[src/rtl/ostmr_pkg.sv]
package ostmr_pkg;

    localparam int OST_DATA_W = 32;
    localparam int OST_ADDR_W = 2;
    localparam int OST_OPT_W  = 2;
    localparam int OST_EN_BIT = 0;
    localparam int OST_OS_BIT = 1;

    typedef enum logic [OST_ADDR_W-1:0] {
        WORD_STAMP  = 2'd0,
        WORD_CTRL   = 2'd1,
        WORD_STATUS = 2'd2,
        WORD_COUNT  = 2'd3
    } ost_word_e;

    typedef struct packed {
        logic stamp;
        logic ctrl;
        logic status;
    } ost_wstrobe_t;

    // Clear the option bits to obtain the count that the timer uses.
    function automatic logic [OST_DATA_W-1:0] count_of(input logic [OST_DATA_W-1:0] w);
        logic [OST_DATA_W-1:0] r;
        r = w;
        r[OST_OPT_W-1:0] = '0;
        return r;
    endfunction

endpackage

[src/rtl/ostmr_regdec.sv]
module ostmr_regdec
    import ostmr_pkg::*;
(
    input  logic                  we,
    input  logic [OST_ADDR_W-1:0] addr,
    output ost_wstrobe_t          strobe
);
    ost_word_e sel;

    always_comb begin
        sel = ost_word_e'(addr);
        strobe = '0;
        if (we) begin
            unique case (sel)
                WORD_STAMP:  strobe.stamp  = 1'b1;
                WORD_CTRL:   strobe.ctrl   = 1'b1;
                WORD_STATUS: strobe.status = 1'b1;
                WORD_COUNT:  strobe = '0;
            endcase
        end
    end
endmodule

[src/rtl/ostmr_stamp.sv]
module ostmr_stamp #(
    parameter int DW = 32
) (
    input  logic          clk,
    input  logic          rst,
    input  logic          load,
    input  logic [DW-1:0] wdata,
    output logic [DW-1:0] stamp
);
    always_ff @(posedge clk) begin
        if (rst)       stamp <= '0;
        else if (load) stamp <= wdata;
        else           stamp <= stamp + DW'(1);
    end

    p_stamp_inc_r2: assert property (@(posedge clk) disable iff (rst)
        !load |=> stamp == $past(stamp) + DW'(1));

    p_stamp_load_r2: assert property (@(posedge clk) disable iff (rst)
        load |=> stamp == $past(wdata));
endmodule

[src/rtl/ostmr_tick.sv]
module ostmr_tick
    import ostmr_pkg::*;
#(
    parameter int DW = 32
) (
    input  logic          clk,
    input  logic          rst,
    input  logic          load,
    input  logic [DW-1:0] wdata,
    output logic [DW-1:0] ctrl_word,
    output logic [DW-1:0] count,
    output logic          fire
);
    logic running;
    logic oneshot;

    assign oneshot = ctrl_word[OST_OS_BIT];
    assign fire    = running && (count == '0);

    always_ff @(posedge clk) begin
        if (rst) begin
            ctrl_word <= '0;
            count     <= '0;
            running   <= 1'b0;
        end else if (load) begin
            ctrl_word <= wdata;
            count     <= count_of(wdata);
            running   <= wdata[OST_EN_BIT];
        end else if (running) begin
            if (count == '0) begin
                if (oneshot) running <= 1'b0;
                else         count   <= count_of(ctrl_word);
            end else begin
                count <= count - DW'(1);
            end
        end
    end

    p_count_dec_r5: assert property (@(posedge clk) disable iff (rst)
        running && count != '0 && !load |=> count == $past(count) - DW'(1));

    p_periodic_reload_r6: assert property (@(posedge clk) disable iff (rst)
        fire && !oneshot && !load |=> count == count_of(ctrl_word));

    p_oneshot_stop_r7: assert property (@(posedge clk) disable iff (rst)
        fire && oneshot && !load |=> !running && count == '0);

    p_idle_hold_r8: assert property (@(posedge clk) disable iff (rst)
        !running && !load |=> $stable(count) && $stable(ctrl_word));

    p_load_count_r4: assert property (@(posedge clk) disable iff (rst)
        load |=> count[OST_OPT_W-1:0] == '0);
endmodule

[src/rtl/ostmr_pend.sv]
module ostmr_pend (
    input  logic clk,
    input  logic rst,
    input  logic fire,
    input  logic clr,
    output logic pending
);
    always_ff @(posedge clk) begin
        if (rst)       pending <= 1'b0;
        else if (fire) pending <= 1'b1;
        else if (clr)  pending <= 1'b0;
    end

    p_set_wins_r11: assert property (@(posedge clk) disable iff (rst)
        fire |=> pending);

    p_clear_r9: assert property (@(posedge clk) disable iff (rst)
        clr && !fire |=> !pending);

    p_hold_r9: assert property (@(posedge clk) disable iff (rst)
        !clr && !fire |=> $stable(pending));
endmodule

[src/rtl/ostmr_top.sv]
module ostmr_top
    import ostmr_pkg::*;
#(
    parameter int DATA_W = OST_DATA_W,
    parameter int ADDR_W = OST_ADDR_W
) (
    input  logic              clk,
    input  logic              rst,
    input  logic [ADDR_W-1:0] bus_addr,
    input  logic [DATA_W-1:0] bus_wdata,
    input  logic              bus_we,
    output logic [DATA_W-1:0] bus_rdata,
    output logic              irq
);
    ost_wstrobe_t      wstb;
    logic [DATA_W-1:0] stamp;
    logic [DATA_W-1:0] ctrl_word;
    logic [DATA_W-1:0] count;
    logic              fire;
    logic              pending;

    ostmr_regdec u_dec (
        .we     (bus_we),
        .addr   (bus_addr),
        .strobe (wstb)
    );

    ostmr_stamp #(.DW(DATA_W)) u_stamp (
        .clk   (clk),
        .rst   (rst),
        .load  (wstb.stamp),
        .wdata (bus_wdata),
        .stamp (stamp)
    );

    ostmr_tick #(.DW(DATA_W)) u_tick (
        .clk       (clk),
        .rst       (rst),
        .load      (wstb.ctrl),
        .wdata     (bus_wdata),
        .ctrl_word (ctrl_word),
        .count     (count),
        .fire      (fire)
    );

    ostmr_pend u_pend (
        .clk     (clk),
        .rst     (rst),
        .fire    (fire),
        .clr     (wstb.status && bus_wdata[0]),
        .pending (pending)
    );

    assign irq = pending;

    always_comb begin
        unique case (ost_word_e'(bus_addr))
            WORD_STAMP:  bus_rdata = stamp;
            WORD_CTRL:   bus_rdata = ctrl_word;
            WORD_STATUS: bus_rdata = {{(DATA_W-1){1'b0}}, pending};
            WORD_COUNT:  bus_rdata = count;
        endcase
    end

    p_irq_clears_only_by_write_r10: assert property (@(posedge clk) disable iff (rst)
        irq && !(bus_we && bus_addr == ADDR_W'(WORD_STATUS) && bus_wdata[0]) |=> irq);
endmodule

[config.mk]
export PLATFORM = sky130hd
export DESIGN_NAME = ostmr_top
export DESIGN_NICKNAME = d
export VERILOG_FILES = /design/src/rtl/ostmr_pkg.sv /design/src/rtl/ostmr_regdec.sv /design/src/rtl/ostmr_stamp.sv /design/src/rtl/ostmr_tick.sv /design/src/rtl/ostmr_pend.sv /design/src/rtl/ostmr_top.sv
export SDC_FILE = /design/constraint.sdc
export NUM_CORES = 1
export LEC_CHECK = 0
export CORE_ASPECT_RATIO = 0.7
export CORE_MARGIN = 2
export CORE_UTILIZATION = 60
export DETAILED_ROUTE_END_ITERATION = 10
export DONT_BUFFER_PORTS = 1
export HOLD_SLACK_MARGIN = 0.02
export PLACE_DENSITY = 0.79
export SLEW_MARGIN = 10
export SYNTH_ARGS = -nofsm -noshare
export SYNTH_HDL_FRONTEND = slang
export SYNTH_SLANG_ARGS = --single-unit
[constraint.sdc]
create_clock -name clk -period 4.29 [get_ports clk]
set_input_delay 1.287 -clock clk [delete_from_list [all_inputs] [get_ports clk]]
set_output_delay 1.287 -clock clk [all_outputs]
set_load 0.02 [all_outputs]
# ---- After elaboration in Yosys (flattened, before gate mapping)
# Cells that the tools add are included.
dict set report totals {
  register_bits 98
  input_bits 37
  out_inout_bits 33
  word_cells 38
}
dict set report classes {
  n_addsub 2
  n_eq_ne 5
  muxes 16
  reduce_logical 9
}
# operator n
set ops {}
lappend ops {{$mux 32} 5}
lappend ops {{$pmux 32 s4} 1}
lappend ops {{$add 32x1->32 const B} 1}
lappend ops {{$logic_not 32->1} 1}
lappend ops {{$sub 32x1->32 const B} 1}
lappend ops {{$mux 1} 9}
lappend ops {{$eq 2x2->1 const B} 2}
lappend ops {{$reduce_and 2->1} 2}
lappend ops {{$reduce_bool 2->1} 2}
lappend ops {{$mux 3} 1}
lappend ops {{$ne 3x3->1 const B} 1}
lappend ops {{$eq 2x1->1 const B} 1}
lappend ops {{$logic_and 1x1->1} 2}
lappend ops {{$logic_not 2->1} 1}
lappend ops {{$ne 2x2->1 const B} 1}
lappend ops {{$reduce_or 2->1} 1}

# ---- Logic depth before layout (Yosys ltp)
dict set report depth {
  word_depth 6
  depth_mapped 9
  mapped_depth_nobuf 8
}

# ---- By module
# From an unflattened synthesis, not the netlist that was laid out.
dict set report hier_totals {
  cells_unflattened 767
  hier_area_um2 6463.7
}
# mod instances cells_each area_per_inst_um2 seq_area_each_um2
set by_module_without_submodules {}
lappend by_module_without_submodules {ostmr_tick 1 457 3706.1 1301.2}
lappend by_module_without_submodules {ostmr_stamp 1 227 1850.5 640.6}
lappend by_module_without_submodules {ostmr_top 1 76 838.3 0.0}
lappend by_module_without_submodules {ostmr_pend 1 4 38.8 20.0}
lappend by_module_without_submodules {ostmr_regdec 1 3 30.0 0.0}

# ---- Worst setup path before layout
# OpenSTA, ideal clock, no wires.
dict set report synth_timing {
  path_type {input port to output port}
  from {input bus_addr[1]}
  to {output bus_rdata[10]}
  t_arrival_ns 2.532
  required_ns 3.003
  setup_slack_ns 0.471
  stages 4
  n_path_buf 2
  cell_sequence {clkbuf_1 buf_1 mux2_2 a22o_1}
}
dict set report synth_between {
  elab_chain_len 2
  word_cells_on_any_way 5
  classes_between {eq/ne (3); mux (1); reduce/logical (1)}
}
# item line
set synth_lines {}
lappend synth_lines {{start: declaration} ostmr_top.sv:9} ;# input logic [ADDR_W-1:0] bus_addr,
lappend synth_lines {{$eq 2x2->1, or another cell as far along} ostmr_top.sv:57} ;# unique case (ost_word_e'(bus_addr))
lappend synth_lines {{$pmux 32 s4 *} ostmr_top.sv:57}
lappend synth_lines {{end: declaration} ostmr_top.sv:12} ;# output logic [DATA_W-1:0] bus_rdata,
# Every way passes the cells marked *; elsewhere a longest branch is shown, timed or not.

# ---- Final worst setup path
dict set report layout_timing {
  from {input bus_addr[0]}
  to {output bus_rdata[25]}
}
# The elaborated chain is that of the path after synthesis.

==> flow_summary.ini <==
[run_status]
status = finished clean

[final_layout]
fillCellCount = 790
area_delta_synth_final_pct = 5.23
multi_input_area_um2 = 3610
drive_gt1_share_pct = 9.83
fin_area_um2 = 6150
final_nets = 728
diodes = 0
ff_latch_area_um2 = 1960

[setup_path]
crit_fanout = 36
end_kind = output pin
worst_ep_required_time_ns = 3.00
worstPathArrival_ns = 1.94
crit_type = in -> out
setup.worst_path.start_class = primary input

[hold_path]
hold_class = reg -> reg

[yosys]
yosys_warnings = 0
netlist_top_cells_count = nand2_1, dfxtp_1, nor2_1
synth_top_area_cell = dfxtp_1
synth.avg_cell_area_um2 = 8.08
ys_types = 57
ys_seq_area_share_pct = 33.6
synth_nets = 763
synth_most_common_cell = nand2_1
synthCells = 723
synthesis.area_um2 = 5840
synthArstFlopShare_pct = 0
synth_ff_type = dfxtp_1
synth_top_area_share_pct = 33.6
synth_area_leaders = dfxtp_1, nand2_1, mux2_2
synth_edf_count = 0
ys_ff_latch = 98

[timing]
fmax_mhz = 310
finalHoldViolCount = 0
min_period_ns = 3.22
fin_setup_tns_ns = 0
slew_headroom_pct = 28.1
finClkSkew_ns = 0.00816
fin_crit_sh_pct = 75.1
tightestPinTransition_ns = 1.07
rsz0062_at_grt = no
finalMaxSlewViolations = 0
setup_viol_count_final = 0

[power]
p_per_area_nw_per_um2 = 404
p_clk_share_pct = 37.4
p_switching_uw = 737
power.share.combinational_pct = 20.9
power_leakage_nw = 2.17
switching_share_pct = 29.6
internal-power_mw = 1.75
peakVddDrop_v = 0.000235
p_seq_share_pct = 41.7

[drt]
initialDrtViolationCount = 833
vias = 5588
drc_errors = 0
wl_mm = 18.0
ant_nets = 0
first_pass_iters = 8
viasPerCell = 6.81
routedWlPerCell_um = 22.0

[global_route]
overflow = 0
grt_use_total_pct = 35.1
grt_pass1_vias = 4934
grt_max_degree = 100
antenna_found_initial = 0
grt_pass1_wl_mm = 28.4

[cts]
cts_setup_buffers = 0
cts_resized = 0
ctsHoldBuffers = 0
cts_buffer_depth = 2
htree_levels = 3
clock-root-buffer = clkbuf_16
tritoncts = built
clock_sinks = 98
insertion_delay_ns = 0.34
cts_made_buffers = 9
path_clk_slew_ns = 0.07

[placement]
dpl.hpwl_mm = 12.9
place_area_um2 = 5810
portBuffers = 0
place_congestion = 0.971

[die]
rows = 30
die_w_um = 122
die-area_um2 = 10600
coreArea_um2 = 9570
die_h_um = 86.6
start_util_pct = 61.0
num_io_pins = 70

[run]
maxCapViolCount = 0
[cell type report]
| type | instances | area share, % |
|---|---|---|
| flip-flops and latches | 98 | 31.9 |
| clock inverters | 5 | 1.67 |
| well taps | 128 | 2.61 |
| inverters | 9 | 0.550 |
| repair buffers | 5 | 0.611 |
| multi-input cells | 565 | 58.8 |
| clock buffers | 10 | 3.89 |
[cell usage in the layout (no fill, tap or decap), types with 12 or more instances in the layout]
cell type / n
xnor2_1: 33
nor3_1: 20
nand3_1: 24
a211oi_1: 30
a21boi_0: 17
mux2_2: 31
o21ai_0: 20
nand2_1: 101
a22o_1: 31
a21oi_1: 52
nand4_1: 12
dfxtp_1: 98
nor2_1: 70
xor2_1: 16
[metal layers]
metal / track usage (%) / routed length, um / up-vias
met3: 13.2 / 2960 / 26
met1: 55.2 / 7900 / 2604
met2: 44.5 / 7010 / 389
met5: 0 / 0 / -
li1: - / - / 2569
met4: 6.69 / 178 / 0
[state kept, by name, indices dropped and copies added (netlist names)]
signal            cells
u_stamp.stamp        32
u_tick.count         32
u_tick.ctrl_word     32
u_pend.pending        1
u_tick.running        1
[cell families after synthesis]
kind of cell	after synthesis	synth area share [%]
simple gates	282	23.9
compound gates	196	23.0
flops	98	33.6
buf+inv	60	4.67
xor+xnor	49	7.35
mux	35	6.88
fa+ha+maj	3	0.643
[per-stage QoR]
stage / power, mW / hold WS, ns / setup WS (ns) / cells / util (%)
4_1_cts: 2.47 / 0.459 / 1.08 / 820 / 64.2
6_report: 2.49 / 0.462 / 1.07 / 820 / 64.2
2_1_floorplan: 1.48 / 0.433 / 0.471 / 723 / -
3_3_place_gp: 1.54 / 0.443 / 1.10 / 805 / 60.7
5_1_grt: 2.58 / 0.488 / 0.986 / 820 / 64.2
3_5_place_dp: 1.56 / 0.450 / 1.03 / 805 / 60.7
[critical path, cell delays in order]
cell    delay (ns)
nor2_2        0.10
buf_4         0.24
a22o_1        0.31
[power by group through the flow]
stage / combinational, mW / clock [mW] / sequential (mW)
floorplan: 0.458 / 0 / 1.02
global route: 0.568 / 0.970 / 1.04
CTS: 0.510 / 0.930 / 1.03
global placement: 0.493 / 0 / 1.05
detailed placement: 0.506 / 0 / 1.05
finish: 0.520 / 0.930 / 1.04
[worst paths after layout]
check | from | end | slack, ns | depth (start not counted)
setup / recovery | bus_addr[0] | bus_rdata[25] | 1.07 | 3
hold / removal | u_tick.ctrl_word[0] | u_tick.ctrl_word[0] | 0.46 | 2
setup reg to reg | u_tick.count[2] | u_tick.count[31] | 1.52 | 6
hold reg to reg | u_tick.ctrl_word[0] | u_tick.ctrl_word[0] | 0.46 | 2
Power figures use the tool's default switching activity.
